[config.mk]
export PLATFORM = sky130hd
export DESIGN_NAME = fbus_write_qualifier
export DESIGN_NICKNAME = d
export VERILOG_FILES = /design/src/rtl/fbq_pkg.sv /design/src/rtl/fbq_pin_filter.sv /design/src/rtl/fbq_bus_delay.sv /design/src/rtl/fbq_cycle_ctrl.sv /design/src/rtl/fbus_write_qualifier.sv
export SDC_FILE = /design/constraint.sdc
export NUM_CORES = 1
export LEC_CHECK = 0
export ABC_AREA = 1
export CORE_MARGIN = 5
export CORE_UTILIZATION = 45
export CTS_CLUSTER_DIAMETER = 150
export DETAILED_ROUTE_END_ITERATION = 8
export PLACE_DENSITY = 0.74
export SETUP_SLACK_MARGIN = 0.2
export SLEW_MARGIN = 20
export SYNTH_ARGS = -nofsm -noshare
export SYNTH_HDL_FRONTEND = slang
export SYNTH_HIERARCHICAL = 1
export SYNTH_SLANG_ARGS = --single-unit
export TNS_END_PERCENT = 1
[constraint.sdc]
create_clock -name clk -period 3.4 [get_ports clk]
set_clock_uncertainty 0.2 [all_clocks]
set_input_delay 0.68 -clock clk [delete_from_list [all_inputs] [get_ports clk]]
set_output_delay 0.68 -clock clk [all_outputs]
set_load 0.05 [all_outputs]
[src/rtl/fbq_pkg.sv]
package fbq_pkg;
  typedef enum logic [0:0] {
    CYC_IDLE  = 1'b0,
    CYC_ARMED = 1'b1
  } cyc_state_e;
endpackage

[src/rtl/fbq_pin_filter.sv]
module fbq_pin_filter #(
  parameter int   FILT_LEN = 3,
  parameter logic RST_LVL  = 1'b1
) (
  input  logic clk,
  input  logic rst_n,
  input  logic pin_i,
  output logic level_o
);
  localparam int CNT_W = (FILT_LEN < 2) ? 1 : $clog2(FILT_LEN + 1);

  logic             s1_q, s2_q;
  logic             lvl_q, lvl_d;
  logic [CNT_W-1:0] cnt_q, cnt_d;

  always_ff @(posedge clk or negedge rst_n) begin
    if (!rst_n) begin
      s1_q <= RST_LVL;
      s2_q <= RST_LVL;
    end else begin
      s1_q <= pin_i;
      s2_q <= s1_q;
    end
  end

  always_comb begin
    lvl_d = lvl_q;
    cnt_d = cnt_q;
    if (s2_q == lvl_q) begin
      cnt_d = '0;
    end else if (cnt_q == CNT_W'(FILT_LEN - 1)) begin
      lvl_d = s2_q;
      cnt_d = '0;
    end else begin
      cnt_d = cnt_q + 1'b1;
    end
  end

  always_ff @(posedge clk or negedge rst_n) begin
    if (!rst_n) begin
      lvl_q <= RST_LVL;
      cnt_q <= '0;
    end else begin
      lvl_q <= lvl_d;
      cnt_q <= cnt_d;
    end
  end

  assign level_o = lvl_q;

  AST_FILT_NEW_LEVEL_SEEN: assert property (@(posedge clk) disable iff (!rst_n)
    (lvl_q != $past(lvl_q)) |-> ($past(s2_q) == lvl_q));
endmodule

[src/rtl/fbq_bus_delay.sv]
module fbq_bus_delay #(
  parameter int W     = 16,
  parameter int DEPTH = 5
) (
  input  logic         clk,
  input  logic         rst_n,
  input  logic [W-1:0] d_i,
  output logic [W-1:0] d_o
);
  logic [W-1:0] stage_q [DEPTH];

  for (genvar g = 0; g < DEPTH; g++) begin : g_stage
    if (g == 0) begin : g_head
      always_ff @(posedge clk or negedge rst_n) begin
        if (!rst_n) stage_q[g] <= '0;
        else        stage_q[g] <= d_i;
      end
    end else begin : g_tail
      always_ff @(posedge clk or negedge rst_n) begin
        if (!rst_n) stage_q[g] <= '0;
        else        stage_q[g] <= stage_q[g-1];
      end
    end
  end

  assign d_o = stage_q[DEPTH-1];
endmodule

[src/rtl/fbq_cycle_ctrl.sv]
module fbq_cycle_ctrl
  import fbq_pkg::*;
#(
  parameter int ADDR_W = 20,
  parameter int DATA_W = 16
) (
  input  logic              clk,
  input  logic              rst_n,
  input  logic              ce_lvl_i,
  input  logic              we_lvl_i,
  input  logic              oe_lvl_i,
  input  logic              lockout_i,
  input  logic [ADDR_W-1:0] addr_i,
  input  logic [DATA_W-1:0] data_i,
  output logic              strobe_o,
  output logic [ADDR_W-1:0] addr_o,
  output logic [DATA_W-1:0] data_o
);
  cyc_state_e        state_q, state_d;
  logic              act_q;
  logic              pu_inh_q, pu_inh_d;
  logic              stb_q, stb_d;
  logic              addr_en, data_en;
  logic [ADDR_W-1:0] addr_q;
  logic [DATA_W-1:0] data_q;
  logic              act_now, opening, closing;

  assign act_now = !ce_lvl_i && !we_lvl_i && oe_lvl_i;
  assign opening = act_now && !act_q;
  assign closing = !act_now && act_q;

  always_comb begin
    state_d  = state_q;
    stb_d    = 1'b0;
    addr_en  = 1'b0;
    data_en  = 1'b0;
    pu_inh_d = pu_inh_q && !(ce_lvl_i || we_lvl_i);
    if (lockout_i) begin
      state_d = CYC_IDLE;
    end else if (opening) begin
      if (!pu_inh_q) begin
        state_d = CYC_ARMED;
        addr_en = 1'b1;
      end
    end else if (closing && state_q == CYC_ARMED) begin
      state_d = CYC_IDLE;
      if (oe_lvl_i) begin
        stb_d   = 1'b1;
        data_en = 1'b1;
      end
    end
  end

  always_ff @(posedge clk or negedge rst_n) begin
    if (!rst_n) begin
      state_q  <= CYC_IDLE;
      act_q    <= 1'b1;
      pu_inh_q <= 1'b1;
      stb_q    <= 1'b0;
    end else begin
      state_q  <= state_d;
      act_q    <= act_now;
      pu_inh_q <= pu_inh_d;
      stb_q    <= stb_d;
    end
  end

  always_ff @(posedge clk or negedge rst_n) begin
    if (!rst_n) begin
      addr_q <= '0;
    end else if (addr_en) begin
      addr_q <= addr_i;
    end
  end

  always_ff @(posedge clk or negedge rst_n) begin
    if (!rst_n) begin
      data_q <= '0;
    end else if (data_en) begin
      data_q <= data_i;
    end
  end

  assign strobe_o = stb_q;
  assign addr_o   = addr_q;
  assign data_o   = data_q;

  AST_STROBE_SINGLE: assert property (@(posedge clk) disable iff (!rst_n)
    stb_q |=> !stb_q);
  AST_STROBE_NEEDS_OE_HIGH: assert property (@(posedge clk) disable iff (!rst_n)
    stb_q |-> $past(oe_lvl_i));
  AST_NO_STROBE_LOCKOUT: assert property (@(posedge clk) disable iff (!rst_n)
    lockout_i |=> !stb_q);
  AST_NO_STROBE_POWERUP: assert property (@(posedge clk) disable iff (!rst_n)
    pu_inh_q |=> !stb_q);
  AST_STROBE_AFTER_ENABLE_RISE: assert property (@(posedge clk) disable iff (!rst_n)
    stb_q |-> ($past(ce_lvl_i) || $past(we_lvl_i)));
endmodule

[src/rtl/fbus_write_qualifier.sv]
module fbus_write_qualifier #(
  parameter int ADDR_W   = 20,
  parameter int DATA_W   = 16,
  parameter int FILT_LEN = 3
) (
  input  logic              clk,
  input  logic              rst_n,
  input  logic              ce_n_i,
  input  logic              we_n_i,
  input  logic              oe_n_i,
  input  logic [ADDR_W-1:0] addr_i,
  input  logic [DATA_W-1:0] data_i,
  input  logic              low_supply_i,
  output logic              wr_strobe_o,
  output logic [ADDR_W-1:0] wr_addr_o,
  output logic [DATA_W-1:0] wr_data_o,
  output logic              reset_to_read_o
);
  localparam int BUS_DLY = FILT_LEN + 2;

  logic              ce_lvl, we_lvl, oe_lvl;
  logic              lv_s1_q, lv_s2_q;
  logic [ADDR_W-1:0] addr_dly;
  logic [DATA_W-1:0] data_dly;

  fbq_pin_filter #(.FILT_LEN(FILT_LEN), .RST_LVL(1'b0)) u_ce_filt (
    .clk(clk), .rst_n(rst_n), .pin_i(ce_n_i), .level_o(ce_lvl));
  fbq_pin_filter #(.FILT_LEN(FILT_LEN), .RST_LVL(1'b0)) u_we_filt (
    .clk(clk), .rst_n(rst_n), .pin_i(we_n_i), .level_o(we_lvl));
  fbq_pin_filter #(.FILT_LEN(FILT_LEN), .RST_LVL(1'b1)) u_oe_filt (
    .clk(clk), .rst_n(rst_n), .pin_i(oe_n_i), .level_o(oe_lvl));

  fbq_bus_delay #(.W(ADDR_W), .DEPTH(BUS_DLY)) u_addr_dly (
    .clk(clk), .rst_n(rst_n), .d_i(addr_i), .d_o(addr_dly));
  fbq_bus_delay #(.W(DATA_W), .DEPTH(BUS_DLY)) u_data_dly (
    .clk(clk), .rst_n(rst_n), .d_i(data_i), .d_o(data_dly));

  always_ff @(posedge clk or negedge rst_n) begin
    if (!rst_n) begin
      lv_s1_q <= 1'b0;
      lv_s2_q <= 1'b0;
    end else begin
      lv_s1_q <= low_supply_i;
      lv_s2_q <= lv_s1_q;
    end
  end

  fbq_cycle_ctrl #(.ADDR_W(ADDR_W), .DATA_W(DATA_W)) u_ctrl (
    .clk       (clk),
    .rst_n     (rst_n),
    .ce_lvl_i  (ce_lvl),
    .we_lvl_i  (we_lvl),
    .oe_lvl_i  (oe_lvl),
    .lockout_i (lv_s2_q),
    .addr_i    (addr_dly),
    .data_i    (data_dly),
    .strobe_o  (wr_strobe_o),
    .addr_o    (wr_addr_o),
    .data_o    (wr_data_o)
  );

  assign reset_to_read_o = lv_s2_q;

  AST_RESET_READ_FOLLOWS_FLAG: assert property (@(posedge clk) disable iff (!rst_n)
    $rose(reset_to_read_o) |-> $past(lv_s1_q));
endmodule

# After elaboration in Yosys (flattened, before gate mapping)
# Cells that the tools add are included.
# totals
input_bits	42
reg_bits	237
word_cells	77
# op_classes
mux	17
eq_ne	7
n_addsub	3
reduce_logical	17
bitwise_logic	3
# ops
operator	count
two-way mux 2 bit	6
two-way mux 1 bit	11
AND reduction 2 bit	4
adder 2 x 1 -> 2 bit (second input constant)	3
== test 2 bit (second input constant)	3
logical AND 1 bit	6
zero test 1 bit	5
== test 1 bit	3
!= test 3 bit (second input constant)	1
NOT 1 bit	3
nonzero test 3 bit	1
logical OR 1 bit	1

# Logic depth before layout (Yosys ltp)
# logic_depth
depth_word	9
depth_mapped	7
depth_no_buf	5

# Modules after synthesis
# The synthesis kept the hierarchy.
# modules_own_cells
module	area_each_um2	cells_each	seq_area_each_um2	instances
fbq_bus_delay (u_addr_dly)	2652.5	120	2502.4	1
fbq_bus_delay (u_data_dly)	2122.0	96	2001.9	1
fbq_cycle_ctrl	1666.6	177	1003.5	1
fbq_pin_filter (u_ce_filt ...)	186.4	21	125.1	2
fbq_pin_filter (u_oe_filt)	190.2	21	128.9	1
fbus_write_qualifier	50.0	2	50.0	1

# Worst setup path before layout
# No wires, ideal clock.
# synth_path
path_type	register -> output
start	register lv_s2_q, in the netlist reset_to_read_o
end	output port reset_to_read_o
path_stages_with_launch	1
arrival_time_ns	0.734
required_ns	2.520
setup_slack_ns	1.786
cell_sequence	dfrtp_1
# synth_rtl
element	line_no	source
from (decl)	fbus_write_qualifier.sv:22	logic lv_s1_q, lv_s2_q;
from (signal assigned)	fbus_write_qualifier.sv:44	lv_s2_q <= lv_s1_q;
to (decl)	fbus_write_qualifier.sv:17	output logic reset_to_read_o
# No word-level cell between the ends.

# Worst setup path in the final report
# layout_path
start	register lv_s2_q, in the netlist reset_to_read_o
end	output port reset_to_read_o
# No word-level cell between the ends.

==> results_dict.tcl <==
set metrics [dict create \
    yosys_most_used_dff "dfrtp_1" \
    drtPass1Iterations 4 \
    clock-root-buffer "clkbuf_16" \
    fp.dieW_um 135.2 \
    fp.coreArea_sq_mm 0.01531 \
    maxUsedRoutingLayer "met4" \
    drv_slew 0 \
    hold_path_class "in2async" \
    relSlewSlack 0.3627 \
    finalSetupTns_ns 0 \
    layout.nets 563 \
    instances_no_fill 744 \
    drcViolationCount 0 \
    path_cells "clkdlybuf4s50_1" \
    die-height_um 135.2 \
    syn_to_final_growth_pct 21.14 \
    synth_edf_count 0 \
    routed_wl_um 10500 \
    switching_power_mw 2.015 \
    yosysMostFrequentCell "dfrtp_1" \
    numCtsBuffers 23 \
    timing.final.hold_violations 0 \
    clockBufferDepth 3 \
    maxCapViolations 0 \
    place.port_buffers 79 \
    first_global_vias 3698 \
    reg2reg_to "u_ctrl/addr_o[15]" \
    dr_wl_met2_um 5934 \
    crit_path_max_fanout 4 \
    syn_area_sq_mm 0.007054 \
    drt_iter0_markers 153 \
    cp-start-kind "flop" \
    clkLatencyLatePin_ns 0.49 \
    finalSetupViolCount 0 \
    critPathBufInv 1 \
    power_density_mw_per_mm2 819.7 \
    place_area_sq_mm 0.007823 \
    via_count 3265 \
    place.gp.congestion 0.7516 \
    post_cts_resized 0 \
    critPathKind "reg2out" \
    irDropWorstVdd_mv 0.3245 \
    cts.sinks 237 \
    async_flop_share 1.000 \
    ys_top_cells_by_count "dfrtp_1 (232), nand2_1 (111), buf_4 (37), inv_1 (19), nand4_1 (17)" \
    rr_startpoint "u_oe_filt/level_o" \
    cp_slowest_cell "clkdlybuf4s50_1" \
    r2r_slack_ns 1.21 \
    hold_buffers 0 \
    final_area_sq_mm 0.008546 \
    grt_pass1_wl_um 18150 \
    worst_pin_slew_ns 0.9531 \
    status "finished, final reports clean" \
    clkTransAtPathRegs_ns 0.06 \
    grt_max_degree 98 \
    p_sw_frac 0.2877 \
    start_util 0.4606 \
    htreeDepth 1 \
    viasPerCell 4.388 \
    gr-usage-all-layers 0.1239 \
    finalCritPeriodShare 0.8020 \
    ioPinCount 80 \
    synth-seq-cells 237 \
    layout-drive-gt1-share 0.1126 \
    power_frac_comb 0.184 \
    r2r_cells 4 \
    die-area_sq_mm 0.01828 \
    cts_tree "built" \
    gr-total-overflow 0 \
    startpoint "reset_to_read_o" \
    critical_path_arrival_ns 1.85 \
    hold_slack_ns 0.02020 \
    yosys-top-cells-area "dfrtp_1 (82%), nand2_1 (5.9%), buf_4 (3.9%)" \
    worstSetupEndpointType "output pin" \
    diodes 0 \
    synth_nets 500 \
    wl_met3_um 398 \
    ant_nets 0 \
    cp_top_family "buffers and inverters" \
    rsz0062_at_grt "no" \
    clock.fmax_mhz 366.7 \
    period_needed_ns 2.727 \
    synth_cell_types 17 \
    fp-row-count 45 \
    p_leak_nw 4.025 \
    internal_power_mw 4.990 \
    ys_seq_area_frac 0.8416 \
    wire_per_inst_um 14.11 \
    syn_inst 458 \
    cts_setup_buffers 0 \
    antenna_found_initial 0 \
    synth_area_leader_cell "dfrtp_1" \
    hpwlAfterDp_um 6539 \
    wl_met1_um 3922 \
    dpl.cell_count 707 \
    cpPeakStageDelay_ns 0.86 \
    timing.critical_path.to "reset_to_read_o" \
    worstPathRequired_ns 2.52 \
    cp.depth 1 \
    synth_top_area_frac 0.8230 \
    clkPwrFrac 0.344 \
    seqPwrFrac 0.472 \
    syn_area_per_cell_sq_um 15.40 \
    synth_warnings 6 \
]
## cells by family (layout without fill, tap and decap cells)
logic type / after synthesis / in the layout / share of synthesized area
buf+inv: 66 / 141 / 0.06031
flops: 237 / 237 / 0.8416
simple gates: 155 / 155 / 0.09808
## placed cells by master, fill, tap and decap left out
cell,Yosys,routed
buf_12,0,2
nor2_8,1,1
nor2_1,8,8
buf_8,1,1
clkdlybuf4s50_1,0,78
clkinvlp_4,0,1
dfstp_2,5,5
nor2_2,3,3
inv_2,2,2
buf_4,37,2
nand3_1,3,3
dfrtp_1,232,232
clkinv_2,0,3
clkbuf_8,0,3
nand2_2,10,10
inv_1,19,19
nand4_1,17,17
clkbuf_16,0,23
nor3_1,1,1
bufinv_16,0,2
inv_6,0,1
nand2_1,111,111
clkbuf_1,0,4
nand3_4,1,1
## power groups by stage
| stage | clock [mW] | combinational [mW] | sequential (mW) |
|---|---|---|---|
| floorplan | 0 | 0.354 | 3.82 |
| global placement | 0 | 1.26 | 3.34 |
| detailed placement | 0 | 1.30 | 3.36 |
| CTS | 2.49 | 1.31 | 3.31 |
| global route | 2.61 | 1.38 | 3.35 |
| finish | 2.41 | 1.29 | 3.31 |
## worst min-delay path by stage
stage	from	end	slack, ns	cells after the start
after global routing	rst_n	u_data_dly/stage_q[66]	0.07	1
final	rst_n	u_data_dly/stage_q[66]	0.02	1
after floorplan	lv_s1_q	reset_to_read_o	0.13	0
after global placement	u_addr_dly/stage_q[53]	u_addr_dly/stage_q[33]	0.13	0
after detailed placement	u_addr_dly/stage_q[30]	u_addr_dly/d_o[10]	0.13	0
after CTS	rst_n	u_addr_dly/stage_q[85]	0.04	1
## layout make-up
cell class                 instances  area, sq um
fill                            1220         6769
sequential                       237         5937
timing repair buffer              83        850.8
multi-input combinational        155        691.9
clock buffer                      30        631.9
tap                              211        264.0
clock inverter                     7        91.34
inverter                          21        78.83
## metrics by stage
| step | setup WS (ns) | power [mW] | util |
|---|---|---|---|
| 3_5_place_dp | 1.168 | 4.660 | 0.5108 |
| 6_report | 0.6731 | 7.005 | 0.5580 |
| 3_3_place_gp | 1.190 | 4.596 | 0.5108 |
| 4_1_cts | 0.6357 | 7.108 | 0.5580 |
| 5_1_grt | 0.5880 | 7.337 | 0.5580 |
| 2_1_floorplan | 1.786 | 4.169 | - |
## registers in the layout, indices dropped and copies added (netlist names)
register and count:
u_we_filt/level_o 1, u_we_filt/s1_q 1, lv_s1_q 1, u_ctrl/pu_inh_q 1, u_ctrl/act_q 1, u_ctrl/strobe_o 1
u_data_dly/d_o 16, u_ce_filt/cnt_q 2, u_ce_filt/s2_q 1, u_oe_filt/s1_q 1, u_data_dly/stage_q 64, u_ctrl/data_o 16
u_addr_dly/d_o 20, u_we_filt/cnt_q 2, u_ctrl/state_q 1, u_addr_dly/stage_q 80, reset_to_read_o 1, u_oe_filt/cnt_q 2
u_we_filt/s2_q 1, u_ce_filt/s1_q 1, u_oe_filt/s2_q 1, u_oe_filt/level_o 1, u_ce_filt/level_o 1, u_ctrl/addr_o 20
## routing by layer
layer | up-vias | GRT usage
li1 | 1498 | -
met1 | 1676 | 0.1425
met2 | 68 | 0.2295
met4 | 0 | 0.04311
met3 | 23 | 0.02489
met5 | - | 0
Power figures use the tool's default switching activity.
